File: src/rtl/cfm_pkg.sv
package cfm_pkg;

  localparam int MODE_W  = 2;
  localparam int CAUSE_W = 2;
  localparam int GATE_N  = 2;

  typedef enum logic [MODE_W-1:0] {
    MODE_STANDBY = 2'b00,
    MODE_PREHEAT = 2'b01,
    MODE_IGNITE  = 2'b10,
    MODE_RUN     = 2'b11
  } op_mode_e;

  localparam logic [CAUSE_W-1:0] CAUSE_NONE  = 2'b00;
  localparam logic [CAUSE_W-1:0] CAUSE_OVER  = 2'b01;
  localparam logic [CAUSE_W-1:0] CAUSE_UNDER = 2'b10;

  // upper-limit check is live from the end of preheat onward
  function automatic logic over_armed(input op_mode_e m);
    return (m == MODE_IGNITE) || (m == MODE_RUN);
  endfunction

  // lower-limit check is live only once running
  function automatic logic under_armed(input op_mode_e m);
    return (m == MODE_RUN);
  endfunction

  // upper-limit trip outranks a simultaneous lower-limit trip
  function automatic logic [CAUSE_W-1:0] pick_cause(input logic hit_hi,
                                                     input logic hit_lo);
    if (hit_hi)      return CAUSE_OVER;
    else if (hit_lo) return CAUSE_UNDER;
    else             return CAUSE_NONE;
  endfunction

endpackage

File: src/rtl/cfm_arm_decode.sv
module cfm_arm_decode
  import cfm_pkg::*;
(
  input  logic [MODE_W-1:0] mode_bits,
  output logic              arm_over,
  output logic              arm_under
);

  op_mode_e mode_e;

  always_comb begin
    mode_e    = op_mode_e'(mode_bits);
    arm_over  = over_armed(mode_e);
    arm_under = under_armed(mode_e);
  end

endmodule

File: src/rtl/cfm_hit_detect.sv
module cfm_hit_detect
  import cfm_pkg::*;
(
  input  logic               arm_over,
  input  logic               arm_under,
  input  logic               over_flag,
  input  logic               under_flag,
  input  logic               lo_fall,
  output logic               hit_over,
  output logic               hit_under,
  output logic               hit_any,
  output logic [CAUSE_W-1:0] hit_cause
);

  always_comb begin
    hit_over  = arm_over & over_flag;
    // lower flag only counts at the low-side turn-off instant
    hit_under = arm_under & under_flag & lo_fall;
    hit_any   = hit_over | hit_under;
    hit_cause = pick_cause(hit_over, hit_under);
  end

endmodule

File: src/rtl/cfm_fault_hold.sv
module cfm_fault_hold
  import cfm_pkg::*;
(
  input  logic               clk,
  input  logic               rst_n,
  input  logic               clear,
  input  logic               hit_any,
  input  logic [CAUSE_W-1:0] hit_cause,
  output logic               fault_q,
  output logic [CAUSE_W-1:0] cause_q
);

  always_ff @(posedge clk or negedge rst_n) begin
    if (!rst_n) begin
      fault_q <= 1'b0;
      cause_q <= CAUSE_NONE;
    end else if (clear) begin
      fault_q <= 1'b0;
      cause_q <= CAUSE_NONE;
    end else if (!fault_q && hit_any) begin
      fault_q <= 1'b1;
      cause_q <= hit_cause;
    end
  end

endmodule

File: src/rtl/cfm_top.sv
module cfm_top
  import cfm_pkg::*;
(
  input  logic               clk,
  input  logic               rst_n,
  input  logic [MODE_W-1:0]  mode_i,
  input  logic               over_flag_i,
  input  logic               under_flag_i,
  input  logic               lo_fall_i,
  input  logic               clear_i,
  input  logic [GATE_N-1:0]  gate_i,
  output logic [GATE_N-1:0]  gate_o,
  output logic               osc_en_o,
  output logic               fault_req_o,
  output logic [CAUSE_W-1:0] fault_cause_o
);

  logic               arm_over;
  logic               arm_under;
  logic               hit_over;
  logic               hit_under;
  logic               hit_any;
  logic [CAUSE_W-1:0] hit_cause;
  logic               fault_q;
  logic [CAUSE_W-1:0] cause_q;

  cfm_arm_decode u_arm (
    .mode_bits (mode_i),
    .arm_over  (arm_over),
    .arm_under (arm_under)
  );

  cfm_hit_detect u_hit (
    .arm_over   (arm_over),
    .arm_under  (arm_under),
    .over_flag  (over_flag_i),
    .under_flag (under_flag_i),
    .lo_fall    (lo_fall_i),
    .hit_over   (hit_over),
    .hit_under  (hit_under),
    .hit_any    (hit_any),
    .hit_cause  (hit_cause)
  );

  cfm_fault_hold u_hold (
    .clk       (clk),
    .rst_n     (rst_n),
    .clear     (clear_i),
    .hit_any   (hit_any),
    .hit_cause (hit_cause),
    .fault_q   (fault_q),
    .cause_q   (cause_q)
  );

  // each gate channel is masked by the held fault
  for (genvar g = 0; g < GATE_N; g++) begin : g_mask
    assign gate_o[g] = gate_i[g] & ~fault_q;
  end

  assign osc_en_o      = ~fault_q;
  assign fault_req_o   = fault_q;
  assign fault_cause_o = cause_q;

endmodule

File: config.mk
export PLATFORM = sky130hd
export DESIGN_NAME = cfm_top
export DESIGN_NICKNAME = d
export VERILOG_FILES = /design/src/rtl/cfm_pkg.sv /design/src/rtl/cfm_arm_decode.sv /design/src/rtl/cfm_hit_detect.sv /design/src/rtl/cfm_fault_hold.sv /design/src/rtl/cfm_top.sv
export SDC_FILE = /design/constraint.sdc
export NUM_CORES = 1
export LEC_CHECK = 0
export ABC_CLOCK_PERIOD_IN_PS = 1450
export CORE_AREA = 2 2 39 41
export CTS_CLUSTER_SIZE = 40
export DETAILED_ROUTE_END_ITERATION = 12
export DIE_AREA = 0 0 41 43
export GPL_TIMING_DRIVEN = 0
export HOLD_SLACK_MARGIN = 0.05
export MAX_ROUTING_LAYER = met4
export PLACE_DENSITY = 0.5
export SYNTH_ARGS = -nofsm -noshare
export SYNTH_HDL_FRONTEND = slang
export SYNTH_HIERARCHICAL = 1
export SYNTH_SLANG_ARGS = --single-unit
File: constraint.sdc
create_clock -name clk -period 1.45 [get_ports clk]
set_clock_uncertainty 0.15 [all_clocks]
set_input_delay 0.145 -clock clk [delete_from_list [all_inputs] [get_ports clk]]
set_output_delay 0.145 -clock clk [all_outputs]
set_load 0.03 [all_outputs]
# == Word-level counts from Yosys, hierarchy flattened ==
# Index checks and enable logic that the tools add are counted.
# op_classes
n_reduce_logical,4
bitwise_logic,7
muxes,6
n_eq_ne,2
# op_table
operator,n
$mux 2,4
$and 1x1->1,5
$eq 2x2->1 const B,2
$mux 1,2
$reduce_bool 2->1,1
$logic_and 1x1->1,1
$logic_not 1->1,1
$logic_or 1x1->1,1
$not 1->1,1
$or 1x1->1,1
# word_totals
ff_bits,3
inputBits,10
output_inout_bits,6
word_cells,21

# == Logic depth before layout (Yosys ltp) ==
# Gate-level depths: netlist (run 1).
# depth
ltp_word,7
ltp_mapped,5

# == Hierarchy ==
# Netlist (run 1), hierarchy kept.
# by_module_without_submodules
mod,cells_per_inst,n_inst,area_per_inst_um2,seq_area_each_um2
cfm_fault_hold,12,1,138.9,75.1
cfm_hit_detect,6,1,47.5,0.0
cfm_top,3,1,16.3,0.0
cfm_arm_decode,2,1,10.0,0.0

# == Worst setup path after synthesis (run 1) ==
# OpenSTA, ideal clock, no wires.
# synth_timing
path_kind,register to output
from,reg u_hold.fault_q
to,out gate_o[0]
n_path_buf,0
path_slack_ns,0.124
stages_incl_launch_ff,2
arrival_time_ns,1.031
path_cell_list,dfrtp_1 > nor2b_1
# synth_between
elab_chain_cells,2
# synth_rtl
item,line,source
from (decl),cfm_fault_hold.sv:9,"output logic fault_q,"
from (signal assigned),cfm_fault_hold.sv:15,fault_q <= 1'b0;
from (signal assigned),cfm_fault_hold.sv:18,fault_q <= 1'b0;
from (signal assigned),cfm_fault_hold.sv:21,fault_q <= 1'b1;
$not 1->1,cfm_top.sv:57,assign gate_o[g] = gate_i[g] & ~fault_q;
$and 1x1->1,cfm_top.sv:57,
to (decl),cfm_top.sv:12,"output logic [GATE_N-1:0] gate_o,"
# Every way passes these cells.

# == Worst setup path in the final report (run 1) ==
# Same ends and word-level chain as after synthesis.

==> summary.txt, run 1 <==
Full die area: 0.001763 sq mm
Combinational Power Share: 25.7%
CTS Buffer Depth: 2
Element type at the critical path end: primary output
WP data required: 1.15 ns
Drt drc: 0
CP max FO: 8
Clock buffer count from CTS: 3
Clock Sink Count: 3
Psw: 90.26 uW
Critical Path Source Type: flip-flop
Actual slew at the worst max-slew pin: 0.2984 ns
Internal power: 236.4 uW
Initial antenna violation count: 0
Avg Cell Area, Syn: 9.498 sq um
Post-Place Cells: 53
CTS tree: built
Final Util: 28.39%
Remaining Overflow, GRT: 0
Layout Nets: 53
Syn. warnings: 6
Vias: 227
Initial Util: 15.10%
CP Class: reg2out
Slew HR: 80.19%
Number of antenna diodes: 0
Post-Syn Area: 209.0 sq um
Min Tclk post-route: 1.319 ns
Syn_nets: 32
Final setup fails: 0
Status: finished, final reports clean
Final ANT Viol Nets: 0
Largest net degree at the start of global routing: 9
Crit-path slowest cell: dfrtp_1
Hold WC Path Type: in2reg
Sw Share: 27.63%
CORE AREA: 0.001384 sq mm
Final Instance Count excl. Fillers: 58
First-pass GRT wire length: 807 um
Seq pwr share: 28.3%
Fraction of layout cells with a size suffix above 1: 30.95%
Maximum VDD drop: 0.0002272 V
RSZ-0062 raised after global routing: no
Setup tns final: 0 ns
Ports: 16
Pre-antenna DRT Iters: 1
DIE WIDTH: 41 um
Final worst path period share: 90.96%
Register Area: 75.07 sq um
Clock share of power: 46.0%
PnR Total Power: 326.7 uW
Layout overhead on the synthesized area: 88.02%
Total GRT Usage: 7.914%
Leakage power: 0.1792 nW
Cell Rows: 14
Crit-path cells: nor2b_1 > buf_2
H-tree level count: 1
CP Data Arrival Time: 1.02 ns
Clock transition at path regs: 0.04 ns
Mapped Cells: 22
Max Freq: 758.2 MHz
Setup Buffers After CTS: 0
Worst-Skew Late Latency: 0.24 ns
DRT iter0 DRCs: 0
Root Buffer Master: clkbuf_4
Max-Cap Viols: 0
Footprint of the multi-input gates: 118.9 sq um
Via count of the first global-routing pass: 227
Chip height: 43 um
Final hold vios: 0
Fillers: 163
Port buffer count: 15
Worst stage delay on the critical path: 0.45 ns
Via density: 3.914
Dpl hpwl: 386.2 um
Post-DR wirelength/cell: 8.241 um
Drt total wl: 478 um
Final max-slew violation count: 0
Pwr per Cell Area: 831.5 mW/mm^2
Gpl congestion: 0.5974
timing repair:
item	in CTS	in global routing
pin swaps	0	0
gates resized for setup	11	7
endpoints found under the setup margin	6	4
endpoints found under the hold margin	3	0
hold buffers	1	0
worst max-delay path: cells and delay by family, from the launching register on:
| kind | cells | cell delay [ns] |
|---|---|---|
| simple gates | 1 | 0.13 |
| buf+inv | 1 | 0.20 |
| flops | 1 | 0.45 |
metrics by stage:
stage | setup slack [ns] | hold WS, ns | instance area, sq um
after floorplan | 0.1243 | -0.3006 | 209.0
after global placement | -0.2281 | 0.1950 | 379.1
after detailed placement | -0.2330 | 0.1929 | 379.1
after CTS | 0.001289 | 0.3794 | 414.1
after global routing | 0.04970 | 0.3999 | 392.9
final | 0.1311 | 0.3801 | 392.9
worst paths after layout:
path / from / to / slack [ns] / depth (start not counted)
worst min register to register: u_hold/cause_q[1]$_DFFE_PN0P_ / u_hold/cause_q[1]$_DFFE_PN0P_ / 0.38 / 2
worst min-delay path: clear_i / u_hold/fault_q$_DFFE_PN0P_ / 0.38 / 2
min in group asynchronous: rst_n / u_hold/cause_q[0]$_DFFE_PN0P_ / 0.49 / 2
worst max-delay path: u_hold/fault_q$_DFFE_PN0P_ / gate_o[0] / 0.13 / 2
max in group asynchronous: rst_n / u_hold/cause_q[1]$_DFFE_PN0P_ / 0.51 / 2
worst max register to register: u_hold/fault_q$_DFFE_PN0P_ / u_hold/cause_q[1]$_DFFE_PN0P_ / 0.48 / 2
placed cells by master, fill, tap and decap left out, types with 3 or more instances in the layout:
| master | count |
|---|---|
| clkbuf_4 | 3 |
| clkdlybuf4s50_1 | 9 |
| dfrtp_1 | 3 |
| nor2_1 | 3 |
metal layers:
layer / global-route usage [%] / wire [um]
met3: 3.141 / 77
met4: 12.00 / 12
met2: 9.063 / 217
met5: - / 0
met1: 7.692 / 171
power groups by stage:
stage,combinational (mW),clock [mW],sequential (mW)
3_3_place_gp,0.0922,0,0.0938
3_5_place_dp,0.0921,0,0.0941
2_1_floorplan,0.0376,0,0.0994
4_1_cts,0.0899,0.157,0.0927
6_report,0.0840,0.150,0.0924
5_1_grt,0.0914,0.168,0.0933
flip-flops by register name (all words and copies together) (netlist names):
register	cells
u_hold/cause_q	2
u_hold/fault_q	1
final cells by class:
class	count	area share [%]
timing repair buffer	16	35.03
buffer	2	2.866
multi-input combinational	16	30.25
tap	16	5.096
clock buffer	4	6.688
sequential	3	19.11
inverter	1	0.9554
Power figures use the tool's default switching activity.
==> run 2: changes to the inputs <==
--- a/constraint.sdc
+++ b/constraint.sdc
@@ -4,2 +4,2 @@
 set_output_delay 0.145 -clock clk [all_outputs]
-set_load 0.03 [all_outputs]
+set_load 0.005 [all_outputs]
==> summary.txt, run 2 (same netlist as run 1, synthesis figures left out) <==
Full die area: 0.001763 sq mm
Final max-slew violation count: 0
Commonest non-fill, non-tap cell in the layout: clkdlybuf4s50_1
Hold WC Path Type: in2reg
Top flop regs: u_hold/cause_q x2, u_hold/fault_q x1
PnR Total Power: 320.2 uW
Layout Nets: 55
Critical register-to-register path endpoint: u_hold/cause_q[1]$_DFFE_PN0P_
Setup tns final: 0 ns
Register Area: 76.32 sq um
Fillers: 161
Critical Path Source Type: flip-flop
Slew HR: 90.14%
Total GRT Usage: 8.839%
Crit-path slowest cell: clkdlybuf4s50_1
Worst reg2reg startpoint: u_hold/fault_q$_DFFE_PN0P_
Worst setup path end: fault_req_o
Family with the most delay on the worst path: buffers and inverters
Gpl congestion: 0.5974
Final setup fails: 0
Pre-antenna DRT Iters: 1
Crit path from: u_hold/fault_q$_DFFE_PN0P_
DIE WIDTH: 41 um
Final Util: 30.38%
Crit-path cells: clkdlybuf4s50_1
CORE AREA: 0.001384 sq mm
Worst r2r path cells: 4
Via density: 3.817
Fraction of layout cells with a size suffix above 1: 31.82%
Largest net degree at the start of global routing: 6
Number of antenna diodes: 0
Ports: 16
Final worst path period share: 97.29%
Most frequent cells in the layout: clkdlybuf4s50_1 (12), clkbuf_4 (3), buf_4 (3), nor2_1 (3)
First-pass GRT wire length: 910 um
Element type at the critical path end: primary output
Reg2reg setup slack: 0.26 ns
Chip height: 43 um
WP data required: 1.15 ns
Cell Rows: 14
Actual slew at the worst max-slew pin: 0.1474 ns
Worst stage delay on the critical path: 0.50 ns
Initial antenna violation count: 0
Pwr per Cell Area: 761.7 mW/mm^2
Worst-Skew Late Latency: 0.24 ns
Final hold vios: 0
Port buffer count: 15
CP Class: reg2out
Vias: 229
Layout overhead on the synthesized area: 101.2%
Maximum VDD drop: 0.0002173 V
Status: finished, final reports clean
Drt drc: 0
Crit path buffers/inverters: 1
DRT iter0 DRCs: 0
Leakage power: 0.1777 nW
Max Freq: 708.8 MHz
RSZ-0062 raised after global routing: no
Largest register FFs: 2
Clock transition at path regs: 0.04 ns
CP max FO: 3
Footprint of the multi-input gates: 118.9 sq um
Final ANT Viol Nets: 0
Dpl hpwl: 386.2 um
Levels on crit path: 1
Remaining Overflow, GRT: 0
Via count of the first global-routing pass: 244
Clock buffer count from CTS: 3
Max-Cap Viols: 0
Post-DR wirelength/cell: 8.750 um
Initial Util: 15.10%
Min Tclk post-route: 1.411 ns
Drt total wl: 525 um
CTS tree: built
CP Data Arrival Time: 1.12 ns
Root Buffer Master: clkbuf_4
CTS Buffer Depth: 2
Most flop-heavy register: u_hold/cause_q
H-tree level count: 1
Clock Sink Count: 3
-- run 2: changes by cell type in the layout (fill, tap and decap cells not counted) --
cell / before / now
clkdlybuf4s50_1: 9 / 12
buf_2: 2 / 0
buf_4: 1 / 3
dfrtp_1: 3 / 2
dfrtp_2: 0 / 1
dlygate4sd2_1: 2 / 1
-- run 2: report_power, final --
group	switching, mW	total (mW)	internal [mW]
clock network	0.0484	0.152	0.103
logic	0.0236	0.0776	0.0541
registers	0.00278	0.0907	0.0879
total	0.0748	0.320	0.245
-- run 2: final cells by class --
class	count	area share (%)
flip-flops and latches	3	18.15
well taps	16	4.762
repair buffers	18	38.99
plain buffers	2	2.679
multi-input cells	16	28.27
clock buffers	4	6.250
inverters	1	0.8929
-- run 2: worst min path at each step --
stage / cells past startpoint / start / slack, ns / end
after floorplan: 0 / rst_n / -0.30 / u_hold/cause_q[0]$_DFFE_PN0P_
after global placement: 1 / rst_n / 0.19 / u_hold/cause_q[0]$_DFFE_PN0P_
after global routing: 2 / u_hold/cause_q[0]$_DFFE_PN0P_ / 0.40 / u_hold/cause_q[0]$_DFFE_PN0P_
final: 2 / clear_i / 0.38 / u_hold/fault_q$_DFFE_PN0P_
after CTS: 2 / clear_i / 0.38 / u_hold/fault_q$_DFFE_PN0P_
after detailed placement: 1 / rst_n / 0.19 / u_hold/cause_q[0]$_DFFE_PN0P_
-- run 2: metrics by stage --
| stage | cells | instance area (sq um) | setup WS (ns) | hold slack (ns) |
|---|---|---|---|---|
| 6_report | 60 | 420.4 | 0.03924 | 0.3838 |
| 3_5_place_dp | 53 | 379.1 | -0.06358 | 0.1929 |
| 3_3_place_gp | 53 | 379.1 | -0.05885 | 0.1950 |
| 5_1_grt | 60 | 420.4 | 0.008195 | 0.4033 |
| 4_1_cts | 60 | 427.9 | 0.008519 | 0.3776 |
| 2_1_floorplan | 22 | 209.0 | 0.4656 | -0.3006 |
-- run 2: what timing repair did --
item	4_1_cts	5_1_grt
endpoints found under the hold margin	3	0
buffers inserted	2	0
setup endpoints to repair	4	2
resized for setup	4	4
hold buffers	1	0
gates cloned	0	0
-- run 2: metal layers --
layer / up-vias / routed length [um] / track usage (%) / share of wire, %
li1: 113 / - / - / -
met1: 97 / 207 / 9.936 / 39
met2: 17 / 224 / 9.688 / 43
met3: 2 / 80 / 3.141 / 15
met4: 0 / 12 / 12.00 / 2.3
met5: - / 0 / - / 0
==> run 3: changes to the inputs <==
Settings changed: CELL_PAD_IN_SITES_DETAIL_PLACEMENT from default to 0, CELL_PAD_IN_SITES_GLOBAL_PLACEMENT from default to 1, PLACE_DENSITY 0.5 to 0.65.
==> summary.txt, run 3 (same netlist as run 1, synthesis figures left out) <==
Crit-path slowest cell: dfrtp_2
DRT iter0 DRCs: 2
Worst stage delay on the critical path: 0.40 ns
Layout Nets: 55
Remaining Overflow, GRT: 0
Final Instance Count excl. Fillers: 60
H-tree level count: 1
Hold WC Path Type: reg2reg
Largest net degree at the start of global routing: 7
Post-Place Cells: 53
Final worst path period share: 95.83%
Footprint of the multi-input gates: 118.9 sq um
Layout overhead on the synthesized area: 106.0%
Largest register FFs: 2
Drt drc: 0
Setup tns final: 0 ns
Cell area after placement: 379.1 sq um
Via density: 3.533
Post-DR wirelength/cell: 7.933 um
Register Area: 76.32 sq um
Pwr per Cell Area: 728.3 mW/mm^2
Most frequent cells in the layout: clkdlybuf4s50_1 (12), clkbuf_4 (3), buf_4 (3), nor2_1 (3)
CP Class: reg2out
Pre-antenna DRT Iters: 2
Design area: 430.4 sq um
Number of antenna diodes: 0
Fillers: 156
Clock buffer count from CTS: 3
Root Buffer Master: clkbuf_4
Clock transition at path regs: 0.04 ns
Final hold vios: 0
Final max-slew violation count: 0
WP data required: 1.15 ns
Clock Sink Count: 3
Full die area: 0.001763 sq mm
Initial antenna violation count: 0
Chip height: 43 um
Worst-Skew Late Latency: 0.23 ns
Ports: 16
CTS tree: built
PnR Total Power: 313.5 uW
Actual slew at the worst max-slew pin: 0.1495 ns
CP max FO: 6
Min Tclk post-route: 1.389 ns
Max-Cap Viols: 0
CTS Buffer Depth: 2
Final setup fails: 0
Max Freq: 719.7 MHz
Maximum VDD drop: 0.0001570 V
Cell Rows: 14
Fraction of layout cells with a size suffix above 1: 27.27%
Drt total wl: 476 um
CP Data Arrival Time: 1.09 ns
Final ANT Viol Nets: 0
Most flop-heavy register: u_hold/cause_q
First-pass GRT wire length: 814 um
Commonest non-fill, non-tap cell in the layout: clkdlybuf4s50_1
Status: finished, final reports clean
Total GRT Usage: 7.503%
Worst-case hold slack: 0.3827 ns
Vias: 212
Critical Path Source Type: flip-flop
Port buffer count: 15
Crit-path cells: buf_4 > nor2b_1 > clkdlybuf4s15_1
CORE AREA: 0.001384 sq mm
Initial Util: 15.10%
RSZ-0062 raised after global routing: no
DIE WIDTH: 41 um
Top flop regs: u_hold/cause_q x2, u_hold/fault_q x1
Leakage power: 0.1783 nW
Gpl congestion: 0.5675
Via count of the first global-routing pass: 205
Element type at the critical path end: primary output
Slew HR: 90.00%
-- run 3: changes by cell type in the layout (fill, tap and decap cells not counted) --
cell,previous run,this run
clkbuf_2,2,0
clkdlybuf4s15_1,0,2
-- run 3: path summary, 6_finish.rpt --
path,slack [ns],end,from,cells past startpoint
worst max register to register,0.41,u_hold/cause_q[0]$_DFFE_PN0P_,u_hold/fault_q$_DFFE_PN0P_,3
min in group asynchronous,0.49,u_hold/cause_q[1]$_DFFE_PN0P_,rst_n,2
worst min-delay path,0.38,u_hold/cause_q[0]$_DFFE_PN0P_,u_hold/cause_q[0]$_DFFE_PN0P_,2
max in group asynchronous,0.50,u_hold/fault_q$_DFFE_PN0P_,rst_n,2
worst max-delay path,0.06,gate_o[0],u_hold/fault_q$_DFFE_PN0P_,3
worst min register to register,0.38,u_hold/cause_q[0]$_DFFE_PN0P_,u_hold/cause_q[0]$_DFFE_PN0P_,2
-- run 3: cell type report --
type | count | share of cell area (%)
Inverter | 1 | 0.8721
Sequential cell | 3 | 17.73
Clock buffer | 4 | 6.105
Multi-Input combinational cell | 16 | 27.62
Tap cell | 16 | 4.651
Buffer | 2 | 2.616
Timing Repair Buffer | 18 | 40.41
-- run 3: layer usage --
metal	share of wire [%]	vias to the layer above	routed length [um]	global-route usage, %
li1	-	115	-	-
met3	8.2	0	39	1.571
met5	0	-	0	-
met2	52	10	248	9.063
met4	0	0	0	10.00
met1	39	87	187	8.333
-- run 3: stage by stage --
stage / worst slack (ns) / util [%]
after global placement: -0.05662 / 27.40
after detailed placement: -0.06401 / 27.40
after CTS: 0.01053 / 30.38
after floorplan: 0.4656 / -
after global routing: 0.001294 / 31.10
final: 0.06052 / 31.10
-- run 3: timing repair --
action / in CTS / in global routing
setup buffers: 1 / 1
hold buffers: 1 / 0
endpoints found under the hold margin: 3 / 0
gates resized for setup: 4 / 2
setup endpoints to repair: 4 / 2
-- run 3: power breakdown --
part	leakage [nW]	switching [mW]	internal (mW)
Sequential	0.0394	0.00223	0.0879
Combinational	0.124	0.0237	0.0563
Clock	0.0150	0.0404	0.103
-- run 3: critical path: cells and delay by family, from the launching register on --
family	cells	cell delay, ns
flops	1	0.40
buf+inv	2	0.37
simple gates	1	0.10
